[src/rtl/isa_dec_pkg.sv]
// Package: shared constants, the window base table and the early-ready
// state type for the ISA I/O decoder.
// Assumes: base codes 0..6 are valid, code 7 disables the window.
package isa_dec_pkg;

    localparam int ADDR_W    = 10;
    localparam int OFS_W     = 5;
    localparam int SEL_W     = 3;
    localparam int NUM_BASES = 7;

    typedef enum logic [1:0] {
        E_IDLE  = 2'd0,
        E_HOLD  = 2'd1,
        E_ARMED = 2'd2,
        E_SPENT = 2'd3
    } early_st_t;

    // Window base address for a given selection code.
    function automatic logic [ADDR_W-1:0] base_of(input int idx);
        logic [ADDR_W-1:0] b;
        case (idx)
            0:       b = 10'h240;
            1:       b = 10'h280;
            2:       b = 10'h2C0;
            3:       b = 10'h300;
            4:       b = 10'h320;
            5:       b = 10'h340;
            default: b = 10'h360;
        endcase
        return b;
    endfunction

endpackage

[src/rtl/isa_addr_match.sv]
// Module: combinational window match. One comparator per base code is
// generated and the comparator of the selected code is used.
// Assumes: the window size is 2**OFS_W ports and is aligned to that size.
module isa_addr_match
    import isa_dec_pkg::*;
#(
    parameter int WORD_FIRST = 16,
    parameter int WORD_LAST  = 23
) (
    input  logic [ADDR_W-1:0] sa,
    input  logic              aen,
    input  logic [SEL_W-1:0]  base_sel,
    output logic              hit,
    output logic              word_hit,
    output logic [OFS_W-1:0]  offset
);
    localparam int HI_W = ADDR_W - OFS_W;

    logic [NUM_BASES-1:0] lane_hit;

    // One upper-bit comparator for each base code.
    for (genvar g = 0; g < NUM_BASES; g++) begin : g_lane
        localparam logic [ADDR_W-1:0] LANE_BASE = base_of(g);
        assign lane_hit[g] = (sa[ADDR_W-1:OFS_W] == LANE_BASE[ADDR_W-1:OFS_W]);
    end

    logic [HI_W-1:0] unused_hi;
    assign unused_hi = '0;

    // Pick the comparator of the selected code, with AEN blocking and code 7 off.
    always_comb begin
        hit = 1'b0;
        for (int i = 0; i < NUM_BASES; i++) begin
            if (base_sel == SEL_W'(i)) hit = lane_hit[i];
        end
        if (aen) hit = 1'b0;
    end

    // Offset inside the window and word-port classification.
    always_comb begin
        offset   = hit ? sa[OFS_W-1:0] : '0;
        word_hit = hit && (int'(sa[OFS_W-1:0]) >= WORD_FIRST)
                       && (int'(sa[OFS_W-1:0]) <= WORD_LAST);
    end

endmodule

[src/rtl/isa_io16_gen.sv]
// Module: registered 16-bit transfer indication (active low). In the
// standard mode it follows the word-port decode, and in the width-late mode it
// also needs an active I/O strobe.
// Assumes: inputs are synchronous to clk.
module isa_io16_gen (
    input  logic clk,
    input  logic rst_n,
    input  logic word_hit,
    input  logic io_act,
    input  logic late_mode,
    output logic io16_n
);
    logic drive;

    // Decide whether the width indication is wanted this cycle.
    always_comb begin
        drive = word_hit && (!late_mode || io_act);
    end

    // Register the active-low output.
    always_ff @(posedge clk) begin
        if (!rst_n) io16_n <= 1'b1;
        else        io16_n <= !drive;
    end


    io16_after_strobe_chk: assert property (@(posedge clk) disable iff (!rst_n)
        late_mode && !io_act |=> io16_n);

endmodule

[src/rtl/isa_wait_ctl.sv]
// Module: ready-line control. A strobe-based wait is always produced. An
// optional early wait starts at the address latch enable, ends on a memory
// strobe, or ends at the first ISA clock fall after the latch enable falls.
// Assumes: bale and isaclk are synchronised to clk. Edges are found by
// comparing with the previous sample.
module isa_wait_ctl
    import isa_dec_pkg::*;
(
    input  logic clk,
    input  logic rst_n,
    input  logic hit,
    input  logic need_wait,
    input  logic io_act,
    input  logic mem_act,
    input  logic bale,
    input  logic isaclk,
    input  logic early_en,
    output logic chrdy_low
);
    early_st_t st, st_nxt;
    logic      bale_q, isaclk_q;
    logic      bale_fall, clk_fall, early_on, chrdy_d;

    // Previous samples of the latch enable and the ISA clock, for edge detection.
    always_ff @(posedge clk) begin
        if (!rst_n) begin
            bale_q   <= 1'b0;
            isaclk_q <= 1'b0;
        end else begin
            bale_q   <= bale;
            isaclk_q <= isaclk;
        end
    end

    assign bale_fall = bale_q && !bale;
    assign clk_fall  = isaclk_q && !isaclk;

    // Next state of the early-wait sequencer.
    always_comb begin
        st_nxt = st;
        case (st)
            E_IDLE: begin
                if (early_en && bale && hit && need_wait)
                    st_nxt = mem_act ? E_SPENT : E_HOLD;
            end
            E_HOLD: begin
                if (!early_en)      st_nxt = E_IDLE;
                else if (mem_act)   st_nxt = E_SPENT;
                else if (bale_fall) st_nxt = E_ARMED;
            end
            E_ARMED: begin
                if (!early_en || mem_act || clk_fall) st_nxt = E_IDLE;
            end
            default: begin
                if (!bale) st_nxt = E_IDLE;
            end
        endcase
    end

    // Combine the early wait with the strobe-based wait.
    always_comb begin
        early_on = (st_nxt == E_HOLD) || (st_nxt == E_ARMED);
        chrdy_d  = (io_act && hit && need_wait) || early_on;
    end

    // State and output registers.
    always_ff @(posedge clk) begin
        if (!rst_n) begin
            st        <= E_IDLE;
            chrdy_low <= 1'b0;
        end else begin
            st        <= st_nxt;
            chrdy_low <= chrdy_d;
        end
    end


    mem_strobe_release_chk: assert property (@(posedge clk) disable iff (!rst_n)
        mem_act && !io_act |=> !chrdy_low);


    no_wait_without_strobe_chk: assert property (@(posedge clk) disable iff (!rst_n)
        !early_en && !io_act |=> !chrdy_low);


    early_ends_on_isaclk_chk: assert property (@(posedge clk) disable iff (!rst_n)
        (st == E_ARMED) && clk_fall && !io_act |=> !chrdy_low);

endmodule

[src/rtl/isa_late_flag.sv]
// Module: sticky flag for an I/O strobe that ended while the peripheral
// still requested more time. Setting wins over a clear in the same cycle.
// Assumes: stat_clr is a one-cycle pulse from a software write of 1.
module isa_late_flag (
    input  logic clk,
    input  logic rst_n,
    input  logic hit,
    input  logic io_act,
    input  logic need_wait,
    input  logic stat_clr,
    output logic late_flag
);
    logic in_strobe_q;
    logic set_ev;

    // Remember whether a decoded I/O strobe was active in the previous cycle.
    always_ff @(posedge clk) begin
        if (!rst_n) in_strobe_q <= 1'b0;
        else        in_strobe_q <= io_act && hit;
    end

    assign set_ev = in_strobe_q && !io_act && need_wait;

    // Sticky flag: set on an early strobe end, clear on a write of 1.
    always_ff @(posedge clk) begin
        if (!rst_n)        late_flag <= 1'b0;
        else if (set_ev)   late_flag <= 1'b1;
        else if (stat_clr) late_flag <= 1'b0;
    end


    late_flag_sticky_chk: assert property (@(posedge clk) disable iff (!rst_n)
        late_flag && !stat_clr |=> late_flag);


    late_flag_set_chk: assert property (@(posedge clk) disable iff (!rst_n)
        set_ev |=> late_flag);

endmodule

[src/rtl/isa_io_decoder.sv]
// Module: top of the ISA I/O window decoder. It decodes the 32-port window,
// drives the width indication and the ready pull-low with the compatibility
// modes, and keeps the late-ready flag.
// Assumes: all ISA inputs are already synchronised to clk. Strobes are active
// low. If both mode inputs are high, the width-late mode takes priority.
module isa_io_decoder
    import isa_dec_pkg::*;
#(
    parameter int WORD_FIRST = 16,
    parameter int WORD_LAST  = 23
) (
    input  logic              clk,
    input  logic              rst_n,
    input  logic [ADDR_W-1:0] sa,
    input  logic              aen,
    input  logic              bale,
    input  logic              iord_n,
    input  logic              iowr_n,
    input  logic              mrd_n,
    input  logic              mwr_n,
    input  logic              isaclk,
    input  logic              need_wait,
    input  logic [SEL_W-1:0]  base_sel,
    input  logic              mode_io16,
    input  logic              mode_chrdy,
    input  logic              stat_clr,
    output logic              cs,
    output logic              io16_n,
    output logic              chrdy_low,
    output logic [OFS_W-1:0]  port_off,
    output logic              late_flag
);
    logic             hit, word_hit;
    logic [OFS_W-1:0] offset;
    logic             io_act, mem_act, early_en;

    // Strobe activity and mode priority.
    always_comb begin
        io_act   = !iord_n || !iowr_n;
        mem_act  = !mrd_n || !mwr_n;
        early_en = mode_chrdy && !mode_io16;
    end

    isa_addr_match #(
        .WORD_FIRST (WORD_FIRST),
        .WORD_LAST  (WORD_LAST)
    ) u_match (
        .sa       (sa),
        .aen      (aen),
        .base_sel (base_sel),
        .hit      (hit),
        .word_hit (word_hit),
        .offset   (offset)
    );

    // Registered select and offset.
    always_ff @(posedge clk) begin
        if (!rst_n) begin
            cs       <= 1'b0;
            port_off <= '0;
        end else begin
            cs       <= hit;
            port_off <= offset;
        end
    end

    isa_io16_gen u_io16 (
        .clk       (clk),
        .rst_n     (rst_n),
        .word_hit  (word_hit),
        .io_act    (io_act),
        .late_mode (mode_io16),
        .io16_n    (io16_n)
    );

    isa_wait_ctl u_wait (
        .clk       (clk),
        .rst_n     (rst_n),
        .hit       (hit),
        .need_wait (need_wait),
        .io_act    (io_act),
        .mem_act   (mem_act),
        .bale      (bale),
        .isaclk    (isaclk),
        .early_en  (early_en),
        .chrdy_low (chrdy_low)
    );

    isa_late_flag u_flag (
        .clk       (clk),
        .rst_n     (rst_n),
        .hit       (hit),
        .io_act    (io_act),
        .need_wait (need_wait),
        .stat_clr  (stat_clr),
        .late_flag (late_flag)
    );


    aen_blocks_select_chk: assert property (@(posedge clk) disable iff (!rst_n)
        aen |=> !cs);


    disabled_code_chk: assert property (@(posedge clk) disable iff (!rst_n)
        (base_sel == 3'd7) |=> !cs && (port_off == '0));


    both_modes_no_early_chk: assert property (@(posedge clk) disable iff (!rst_n)
        mode_io16 && iord_n && iowr_n |=> !chrdy_low);

endmodule

[config.mk]
export PLATFORM = sky130hd
export DESIGN_NAME = isa_io_decoder
export DESIGN_NICKNAME = d
export VERILOG_FILES = /design/src/rtl/isa_dec_pkg.sv /design/src/rtl/isa_addr_match.sv /design/src/rtl/isa_io16_gen.sv /design/src/rtl/isa_wait_ctl.sv /design/src/rtl/isa_late_flag.sv /design/src/rtl/isa_io_decoder.sv
export SDC_FILE = /design/constraint.sdc
export NUM_CORES = 1
export LEC_CHECK = 0
export BUFFER_PORTS_ARGS = -buffer_cell sky130_fd_sc_hd__buf_2
export CAP_MARGIN = 25
export CORE_MARGIN = 3
export CORE_UTILIZATION = 35
export DETAILED_ROUTE_END_ITERATION = 16
export RECOVER_POWER = 25
export REMOVE_ABC_BUFFERS = 1
export SYNTH_ARGS = -nofsm -noshare
export SYNTH_HDL_FRONTEND = slang
export SYNTH_SLANG_ARGS = --single-unit
[constraint.sdc]
create_clock -name clk -period 1.5 [get_ports clk]
set_input_delay 0.075 -clock clk [delete_from_list [all_inputs] [get_ports clk]]
set_output_delay 0.075 -clock clk [all_outputs]
set_load 0.1 [all_outputs]
==> impl_metrics.ini <==
[outcome]
outcome = finished clean

[setup_path]
start_kind = flop
worst_endpoint_required_time_ns = 1.69
critical_path.cell_chain = or4bb_1 -> o21ai_0 -> nand4_1 -> o31ai_2
cp_slowest_stage_delay_ns = 0.52
endpoint_kind = flop
crit_arrival_ns = 1.51
timing_worst_setup_path_type = flop to flop
crit_fanout = 4
timing.critical_path.slowest_stage_cell = or4bb_1
timing.critical_path.max_delay_family = simple AND/OR/NAND/NOR gates
critical_path_buf_inv_count = 0

[pwr]
sequentialPowerShare_pct = 50.0
design_power_total_w = 0.0007576
ir_worst_vdd_mv = 0.4973
internal-power_w = 0.0005760
power.share.switching_pct = 23.96
p_clk_share_pct = 34.0
static_leakage_nw = 0.4140
comb_power_share_pct = 16.0
pwr_density_cell_nw_per_um2 = 821.5
power.net_switching_w = 0.0001815

[placement]
place_ws_ns = 0.009404
post-dp-hpwl_mm = 1.226
globalplace.congestion = 0.8176
io_buffers = 34

[global_routing]
grt_antenna_before_repair = 0
grt_first_pass_wirelength_mm = 2.435
grt_start_max_net_pins = 11
number_of_global_route_vias_before_repair = 609
globalRouteOverflowTotal = 0
grt_usage_pct = 13.16

[clock_tree]
clock_latency_ns = 0.27
cts_made_buffers = 3
cts-htree-levels = 1
postCtsSetupBuffers = 0
max-clock-path-buffers = 2
sink_count = 14
tritoncts = done
worst_setup_hold_path_clk_slew_ns = 0.08
holdBufCountCts = 0
clockRootBuffer = clkbuf_4
cts_resized = 0

[floorplanning]
die_w_um = 49.53
floorplan.rows = 15
initial_core_utilization_pct = 37.59
dieArea_um2 = 2453
io_pins = 35
design.core.area_um2 = 1764
die_y_um = 49.53

[layout]
drive_above_1_share_pct = 39.29
fill_cells = 185
largest_register_ff_count = 5
design.final.nets = 139
reg.largest.list = port_off (5), u_wait.st (2)
multi_input_gate_area_um2 = 356.6
synthToLayoutAreaGrowth_pct = 39.06
mostFrequentLayoutCell = buf_2
final_cell_mix = buf_2, dfxtp_1, nor3_1, inv_1, nand2b_1
antenna_cells_inserted = 0
seq_area_um2 = 280.3
largest-register = port_off

[yosys]
synth_seq_area_share_pct = 42.26
synth-edff-count = 0
synth_seq_cells = 14
combinational_family_with_the_most_area_after_synthesis = simple AND/OR/NAND/NOR gates
ys_dominant_reg_cell = dfxtp_1
synth_cell_type_count = 32
average_footprint_of_a_synthesized_cell_um2 = 9.210
synthAdderAreaFrac_pct = 0
synth_xor_area_share_pct = 2.642
synth-simple-area-share_pct = 36.23
ys_warn_count = 0
asyncSetResetFlopFracSynth_pct = 0
synth.mux.area_fraction_pct = 0
post_synth_instance_area_um2 = 663.1
synth_compound_area_share_pct = 13.77
synthesis.instances = 72

[route]
finalWirelength_mm = 1.534
postRouteAntennaNets = 0
dr_total_vias = 663
drt_iter0_drc = 6
wl_per_cell_um = 11.20
drt_first_pass_iters = 4
post-route-drc-count = 0
routed_via_density = 4.839

[sta]
worst_clock_skew_ns = 0.003101
layout_setup_ws_ns = 0.1852
report.final.slew_viol_count = 0
layout_worst_path_cycle_share_pct = 87.66
worst_slew_pin_slew_ns = 0.5405
rsz0062_at_grt = false
finalSetupViolations = 0
final_hold_viol_count = 0
tns_ns = 0
max-slew-margin-rel_pct = 64.12
fmax_mhz = 760.5
layout_min_cycle_time_ns = 1.315

[min_path]
timing.hold.worst.class = input pin to flop

[job]
timing.max_cap.violations = 0
synthesized netlist by cell type, types with 2 or more instances:
cell type	n	share of area [%]
nor3_1	7	5.3
nand4_1	2	1.9
nand3b_1	4	4.5
nand2_1	4	2.3
nand3_1	2	1.5
nand2b_1	5	4.7
xor2_1	2	2.6
dfxtp_1	14	42
nand4bb_1	2	3.4
inv_1	5	2.8
and2_1	2	1.9
o41ai_1	2	2.6
o21ai_1	2	1.5
power by group through the flow:
stage          clock [W]  combinational, W  sequential [W]
2_1_floorplan          0         0.0000372        0.000407
3_3_place_gp           0          0.000121        0.000387
3_5_place_dp           0          0.000122        0.000387
4_1_cts         0.000271          0.000122        0.000379
5_1_grt         0.000289          0.000134        0.000379
6_report        0.000258          0.000121        0.000379
path summary, 6_finish.rpt:
| path | startpoint | end | slack [ns] | cells past startpoint |
|---|---|---|---|---|
| hold reg to reg | u_flag.late_flag | u_flag.late_flag | 0.47 | 2 |
| hold / removal | sa[1] | port_off[1] | 0.02 | 3 |
| setup reg to reg | u_wait.st[0] | u_wait.chrdy_low | 0.19 | 4 |
| setup / recovery | u_wait.st[0] | u_wait.chrdy_low | 0.19 | 4 |
logic make-up (layout without fill, tap and decap cells):
kind of cell	after synthesis	in the layout
xor+xnor	2	2
flops	14	14
compound gates	12	12
simple gates	37	37
buf+inv	7	47
layout make-up:
cell class | instances | area share (%)
Clock buffer | 4 | 3.935
Inverter | 5 | 2.035
Multi-Input combinational cell | 51 | 38.67
Sequential cell | 14 | 30.39
Tap cell | 25 | 3.392
Timing Repair Buffer | 38 | 21.57
stage by stage:
stage / utilization, % / hold slack, ns / instance area, um^2 / std cells
after floorplan: - / 0.1951 / 648.1 / 70
after global placement: 50.28 / 0.2931 / 887.1 / 133
after detailed placement: 50.28 / 0.3008 / 887.1 / 133
after CTS: 52.34 / 0.008323 / 923.4 / 137
after global routing: 52.27 / 0.003851 / 922.1 / 137
final: 52.27 / 0.01800 / 922.1 / 137
worst min-delay path, cell delays in order:
cell and delay [ns]:
buf_2 0.09, inv_1 0.04, nor3_1 0.04
per-layer routing:
metal  share of wire (%)  routed length, um  vias to the layer above  GRT usage, %
met5                   0                  0                        -             0
met4                0.98                 15                        0         6.912
met3                 6.8                104                        2         5.438
met2                  49                748                       23         22.47
met1                  43                666                      290         13.59
li1                    -                  -                      348             -
(Power assumes the default switching activity.)
